$ cat src/rtl/bus_xcvr_latched.sv
module bus_xcvr_latched #(
  parameter int WIDTH  = 8,
  parameter bit INVERT = 1'b0
) (
  input  logic             clk,
  input  logic             rst_n,
  input  logic [WIDTH-1:0] a_in,
  output logic [WIDTH-1:0] a_out,
  output logic             a_oe,
  input  logic [WIDTH-1:0] b_in,
  output logic [WIDTH-1:0] b_out,
  output logic             b_oe,
  input  logic             eab_n,
  input  logic             leab_n,
  input  logic             oeab_n,
  input  logic             eba_n,
  input  logic             leba_n,
  input  logic             oeba_n,
  output logic             contention
);
  localparam logic [WIDTH-1:0] FLIP = {WIDTH{INVERT}};

  logic             ab_open, ba_open;
  logic [WIDTH-1:0] ab_q, ba_q;

  assign ab_open = ~(eab_n | leab_n);
  assign ba_open = ~(eba_n | leba_n);

  always_ff @(posedge clk) begin
    if (!rst_n) begin
      ab_q <= '0;
      ba_q <= '0;
    end else begin
      if (ab_open) ab_q <= a_in;
      if (ba_open) ba_q <= b_in;
    end
  end

  assign b_out = (ab_open ? a_in : ab_q) ^ FLIP;
  assign a_out = (ba_open ? b_in : ba_q) ^ FLIP;

  assign b_oe = ~(eab_n | oeab_n);
  assign a_oe = ~(eba_n | oeba_n);

  assign contention = a_oe & b_oe;
endmodule

$ cat config.mk
export PLATFORM = sky130hd
export DESIGN_NAME = bus_xcvr_latched
export DESIGN_NICKNAME = d
export VERILOG_FILES = /design/src/rtl/bus_xcvr_latched.sv
export SDC_FILE = /design/constraint.sdc
export NUM_CORES = 1
export LEC_CHECK = 0
export ABC_AREA = 1
export CAP_MARGIN = 20
export CORE_ASPECT_RATIO = 1.2
export CORE_MARGIN = 10
export CORE_UTILIZATION = 51
export CTS_BUF_LIST = sky130_fd_sc_hd__clkbuf_4
export DETAILED_ROUTE_END_ITERATION = 7
export DONT_BUFFER_PORTS = 1
export PLACE_DENSITY = 0.66
export SLEW_MARGIN = 20
export SYNTH_ARGS = -nofsm -noshare
export SYNTH_HDL_FRONTEND = slang
export SYNTH_SLANG_ARGS = --single-unit
$ cat constraint.sdc
create_clock -name clk -period 0.8 [get_ports clk]
set_input_delay 0.04 -clock clk [delete_from_list [all_inputs] [get_ports clk]]
set_output_delay 0.04 -clock clk [all_outputs]
set_load 0.005 [all_outputs]
==> run_results.csv, run 1 <==
group,metric,value,unit
outcome,status,"finished with violations",
outcome,violations,"negative hold slack, negative setup slack",
detailed_routing,drtIter0Drc,12,
yosys,avgSynthCellArea,6.075,um2
cells_and_area,diodes,0,
yosys,yosysUniqueCellTypes,10,
worst_setup_path,start_kind,"flip-flop",
clock_tree,cts_buffers,3,
placement,dpl-instance-area,840.8,um2
worst_setup_path,worst-r2r-setup-slack,-0.08,ns
sta,rsz0062_at_grt,"yes",
clock_tree,root_buffer,"clkbuf_4",
worst_setup_path,crit_chain,"inv_1 > o21ai_1 > nand2_1 > inv_2",
worst_setup_path,slowest_stage,"dfxtp_2",
worst_setup_path,worstPathArrival,0.87,ns
worst_setup_path,crit_path_max_fanout,2,
worst_setup_path,r2r_end,"ba_q[6]",
grt,grt_pass1_wl,3.367,mm
yosys,synth_seq_area_share,38.21,%
sta,max_slew.worst_pin.slew,0.2527,ns
sta,slew_headroom,83.16,%
yosys,yosysWarnings,0,
detailed_routing,vias,800,
detailed_routing,drcViolationCount,0,
cells_and_area,area_growth,31.34,%
floorplanning,std_cell_rows,16,
cells_and_area,post-route-util,68.75,%
worst_setup_path,end_kind,"output pin",
clock_tree,clockBufferDepth,2,
clock_tree,clk_latency,0.28,ns
floorplanning,start_util,52.34,%
worst_setup_path,timing.rr.start,"ba_q[6]",
yosys,synth_seq_cells,16,
sta,slew_viol_final,0,
worst_setup_path,reg2regPathDepth,6,
yosys,syn_nets,162,
worst_setup_path,critPathMaxStageDelay,0.33,ns
clock_tree,cts_tree,"done",
detailed_routing,postRouteAntennaNets,0,
yosys,netlist_area,838.3,um2
cells_and_area,final_nets,184,
sta,period_needed,0.9141,ns
clock_tree,htree_num_levels,1,
sta,hold_violations,3,
sta,max_freq,1094,MHz
sta,final.setup.worst_slack,-0.1141,ns
placement,place_congestion,0.6712,
hold_path,hold_path.class,"in2reg",
clock_tree,path_clk_slew,0.10,ns
placement,io_buffers,0,
grt,grt_max_degree,17,
grt,gr-total-overflow,0,
sta,whs,-0.05341,ns
placement,dp_hpwl,1.402,mm
power_and_ir_drop,power.leakage,0.6075,nW
floorplanning,io-pin-count,43,
clock_tree,clkSinkCount,16,
sta,finalSetupTns,-1.728,ns
floorplanning,core-area,1602,um2
grt,antenna_found_initial,0,
detailed_routing,dr.pass1.iters,2,
floorplanning,die_w,57.01,um
flow_run,cap_viol_max_count,0,
grt,grt_pass1_vias,815,
sta,fin_crit_sh,114.3,%
sta,finClkSkew,0,ns
detailed_routing,via_per_inst,4.520,
sta,setup-violations-final,22,
floorplanning,die_h,64.41,um
worst_setup_path,crit_start,"ba_q[3]",
cells_and_area,final_area,1101,um2
worst_setup_path,required,0.76,ns
grt,grt_usage,11.13,%
yosys,synth_cells,138,
detailed_routing,wl_per_cell,11.81,um
worst_setup_path,crit_family,"flip-flops",
worst_setup_path,crit_type,"reg2out",
worst_setup_path,path_buf_inv,2,
floorplanning,die-area,3672,um2
power_and_ir_drop,power_density,1609,nW/um2
cells_and_area,drive_gt1_share,42.77,%
hold_path,worstHoldEndpoint,"ba_q[2]",
hold_path,min_path_cells,3,
detailed_routing,drt-total-wl,2.091,mm
hold_path,worstHoldStart,"eba_n",
power_and_ir_drop,vdd_drop_max,0.001200,V
==> registers in the layout, summed over array words and instances (netlist names) <==
name,flops
ab_q,8
ba_q,8
==> layout make-up <==
type / instances / area (um2)
clock buffer: 3 / 22.52
clock inverter: 1 / 3.754
fill: 142 / 500.5
inverter: 50 / 187.7
multi-input combinational: 69 / 347.8
sequential: 16 / 332.8
tap: 18 / 22.52
timing repair buffer: 20 / 183.9
==> cell usage in the layout, fill, tap and decap left out <==
cell	synthesis	routed
buf_4	0	11
buf_6	2	9
clkbuf_4	0	3
clkinv_1	0	1
dfxtp_1	16	6
dfxtp_2	0	10
inv_1	50	29
inv_2	0	21
nand2_1	32	30
nand2_2	0	2
nor2_1	17	10
nor2_2	0	4
nor2_4	2	5
nor3_2	1	1
o21ai_1	0	14
o21ai_2	0	2
or2_1	1	1
==> worst register-to-register path, cell delays in order, from the launching register on <==
cell and delay (ns):
dfxtp_2 0.33, inv_2 0.02, o21ai_1 0.05, nand2_1 0.09
buf_4 0.14, buf_6 0.11, nor2_4 0.08
==> power by group <==
group          switching, mW  total [mW]  internal, mW
clock                  0.250       0.431         0.181
combinational          0.231       0.467         0.236
sequential            0.0165       0.873         0.856
total                  0.498        1.77          1.27
==> metal layers <==
layer	share of wire (%)	GRT usage, %
met1	38	10.18
met2	52	20.24
met3	8.4	4.483
met4	1.4	6.176
met5	0	0
==> stage by stage <==
step | cells | setup WS (ns) | hold slack, ns | power (mW)
2_1_floorplan | 138 | 0.2121 | 0.1047 | 1.095
3_3_place_gp | 154 | 0.1848 | 0.1096 | 1.117
3_5_place_dp | 154 | 0.1606 | 0.1105 | 1.125
4_1_cts | 178 | -0.1128 | -0.06040 | 1.730
5_1_grt | 177 | -0.1702 | -0.04756 | 1.878
6_report | 177 | -0.1141 | -0.05341 | 1.771
==> synth_stat cells <==
| library cell | instances | share of area (%) |
|---|---|---|
| nor2_4 | 2 | 2.7 |
| o21ai_0 | 16 | 9.6 |
| nor2_1 | 17 | 7.6 |
| or2_1 | 1 | 0.75 |
| buf_2 | 1 | 0.60 |
| inv_1 | 50 | 22 |
| buf_6 | 2 | 2.7 |
| nor3_2 | 1 | 1.2 |
| dfxtp_1 | 16 | 38 |
| nand2_1 | 32 | 14 |
==> cells by family after synthesis <==
kind of cell / after synthesis / synth area share [%]
AOI/OAI and AO/OA: 16 / 9.553
buffers and inverters: 53 / 25.67
DFF: 16 / 38.21
and+or+nand+nor: 53 / 26.57
==> worst max path at each step <==
| stage | depth (start not counted) | to |
|---|---|---|
| after global placement | 4 | ab_q[4] |
| final | 4 | a_out[3] |
| after floorplan | 4 | ab_q[0] |
| after global routing | 4 | b_out[2] |
| after detailed placement | 4 | ba_q[2] |
| after CTS | 4 | a_out[3] |
==> timing repair <==
item	4_1_cts	5_1_grt
cloned	0	0
gates resized for setup	31	42
endpoints found under the setup margin	16	27
pin swaps	16	19
endpoints found under the hold margin	4	3
setup buffers	20	5
Power figures use the tool's default switching activity.
==> run 2: changes to the inputs <==
Settings changed: ABC_AREA 1 to unset.
==> run 2 against run 1 <==
The flow still finishes with violations (negative hold slack, negative setup slack). Global-route usage down 0.21 points. Sequential power decreased by 1%. Area after synthesis increased by 5.8%. Largest cell class unchanged. Largest power group unchanged.
==> run_results.csv, run 2 <==
group,metric,value,unit
cells_and_area,post-route-util,66.92,%
sta,whs,-0.1118,ns
sta,period_needed,0.9213,ns
floorplanning,die_h,65.69,um
floorplanning,die-area,3814,um2
worst_setup_path,start_kind,"flip-flop",
sta,rsz0062_at_grt,"yes",
grt,grt_pass1_vias,726,
clock_tree,htree_num_levels,1,
yosys,synth_seq_area_share,36.11,%
detailed_routing,drcViolationCount,0,
hold_path,hold_path.class,"in2reg",
worst_setup_path,end_kind,"output pin",
grt,grt_pass1_wl,3.318,mm
grt,grt_max_degree,33,
grt,gr-total-overflow,0,
cells_and_area,area_growth,23.84,%
yosys,netlist_top_cells_area,"dfxtp_1 (36%), mux2i_1 (18%), mux2_2 (15%)",
detailed_routing,via_per_inst,5.278,
outcome,violations,"negative hold slack, negative setup slack",
detailed_routing,postRouteAntennaNets,0,
yosys,avgSynthCellArea,9.857,um2
cells_and_area,top_regs,"ab_q (8), ba_q (8)",
detailed_routing,dr.pass1.iters,2,
yosys,synth_top_area_cell,"dfxtp_1",
detailed_routing,wl_per_cell,16.18,um
placement,dp_hpwl,1.508,mm
worst_setup_path,worstPathArrival,0.88,ns
flow_run,cap_viol_max_count,0,
yosys,synth_cells,90,
clock_tree,path_clk_slew,0.09,ns
clock_tree,cts_buffers,3,
cells_and_area,final_nets,133,
sta,setup-violations-final,16,
detailed_routing,drt-total-wl,2.039,mm
worst_setup_path,crit_path_max_fanout,2,
floorplanning,core-area,1642,um2
yosys,yosysUniqueCellTypes,10,
yosys,yosys-top-cells-count,"nand2_1 (32), dfxtp_1 (16), mux2i_1 (16)",
yosys,synth-edff-count,0,
sta,slew_headroom,74.92,%
sta,final.setup.worst_slack,-0.1213,ns
grt,grt_usage,10.92,%
grt,antenna_found_initial,0,
cells_and_area,ff_latch_area,332.8,um2
floorplanning,die_w,58.07,um
worst_setup_path,crit_type,"reg2out",
clock_tree,clockBufferDepth,2,
power_and_ir_drop,vdd_drop_max,0.0008575,V
yosys,yosysWarnings,0,
placement,place_congestion,0.5809,
cells_and_area,drive_gt1_share,33.33,%
clock_tree,clkSinkCount,16,
yosys,synth_top_area_share,36.11,%
sta,fin_crit_sh,115.2,%
worst_setup_path,slowest_stage,"dfxtp_2",
sta,max_slew.worst_pin.slew,0.3727,ns
worst_setup_path,crit_family,"flip-flops",
yosys,netlist_area,887.1,um2
placement,io_buffers,0,
worst_setup_path,required,0.76,ns
detailed_routing,drtIter0Drc,8,
yosys,synth_flop_cell,"dfxtp_1",
cells_and_area,final_common_cell,"nand2_1",
yosys,synthArstFlopShare,0,%
floorplanning,io-pin-count,43,
yosys,synth_seq_cells,16,
cells_and_area,diodes,0,
sta,max_freq,1085,MHz
placement,pre_cts_ws,0.08417,ns
yosys,synth_most_common_cell,"nand2_1",
outcome,status,"finished with violations",
cells_and_area,final_cell_mix,"nand2_1 (32), mux2i_1 (16), dlygate4sd3_1 (14)",
cells_and_area,nFillCells,123,
clock_tree,root_buffer,"clkbuf_4",
floorplanning,std_cell_rows,16,
power_and_ir_drop,power.leakage,0.4574,nW
power_and_ir_drop,power_density,1447,nW/um2
worst_setup_path,path_buf_inv,0,
clock_tree,cts_tree,"done",
sta,hold_violations,16,
sta,finClkSkew,0,ns
worst_setup_path,critPathMaxStageDelay,0.33,ns
yosys,syn_nets,114,
cells_and_area,multi_input_area,526.8,um2
sta,slew_viol_final,0,
detailed_routing,vias,665,
worst_setup_path,crit_chain,"mux2_4",
floorplanning,start_util,54.04,%
clock_tree,clk_latency,0.28,ns
[run 2: final cells by class]
type                    count  area share, %
repair buffers             19          17.31
well taps                  18          2.050
clock inverters             1         0.3417
flip-flops and latches     16          30.30
multi-input cells          69          47.95
clock buffers               3          2.050
[run 2: repair_timing]
item / 4_1_cts / 5_1_grt
hold endpoints to repair: 16 / 16
buffers inserted: 1 / 1
setup endpoints to repair: 16 / 16
hold buffers: 12 / 2
gates resized for setup: 5 / 9
[run 2: per-layer routing]
metal	part of all wire [%]	vias up	GRT usage [%]
met5	0	-	0
met4	0.78	0	5.294
met3	15	2	6.538
met2	48	27	17.34
met1	36	299	11.12
li1	-	337	-
[run 2: worst paths after layout]
kind            from  slack (ns)        to  cells past startpoint
max          ab_q[7]       -0.12  b_out[7]                      1
min            rst_n       -0.11   ba_q[5]                      2
max reg2reg  ab_q[7]        0.13   ab_q[7]                      3
min reg2reg  ab_q[0]        0.46   ab_q[0]                      2
[run 2: stage by stage]
stage	TNS (ns)	hold WS (ns)	cell area, um2	power [mW]	cells
2_1_floorplan	0	0.1069	887.1	1.099	90
3_3_place_gp	0	0.1156	889.6	1.102	106
3_5_place_dp	0	0.1139	889.6	1.112	106
4_1_cts	-2.067	-0.1212	1055	1.601	123
5_1_grt	-2.430	-0.1185	1099	1.681	126
6_report	-1.801	-0.1118	1099	1.589	126
[run 2: cell families after synthesis]
logic type / synth area share (%)
and+or+nand+nor: 17.63
muxes: 40.06
DFF: 36.11
buffers and inverters: 6.206
[run 2: power by group]
part / switching, mW / internal (mW)
Clock: 0.242 / 0.181
Combinational: 0.113 / 0.191
Sequential: 0.0194 / 0.842
Total: 0.375 / 1.21
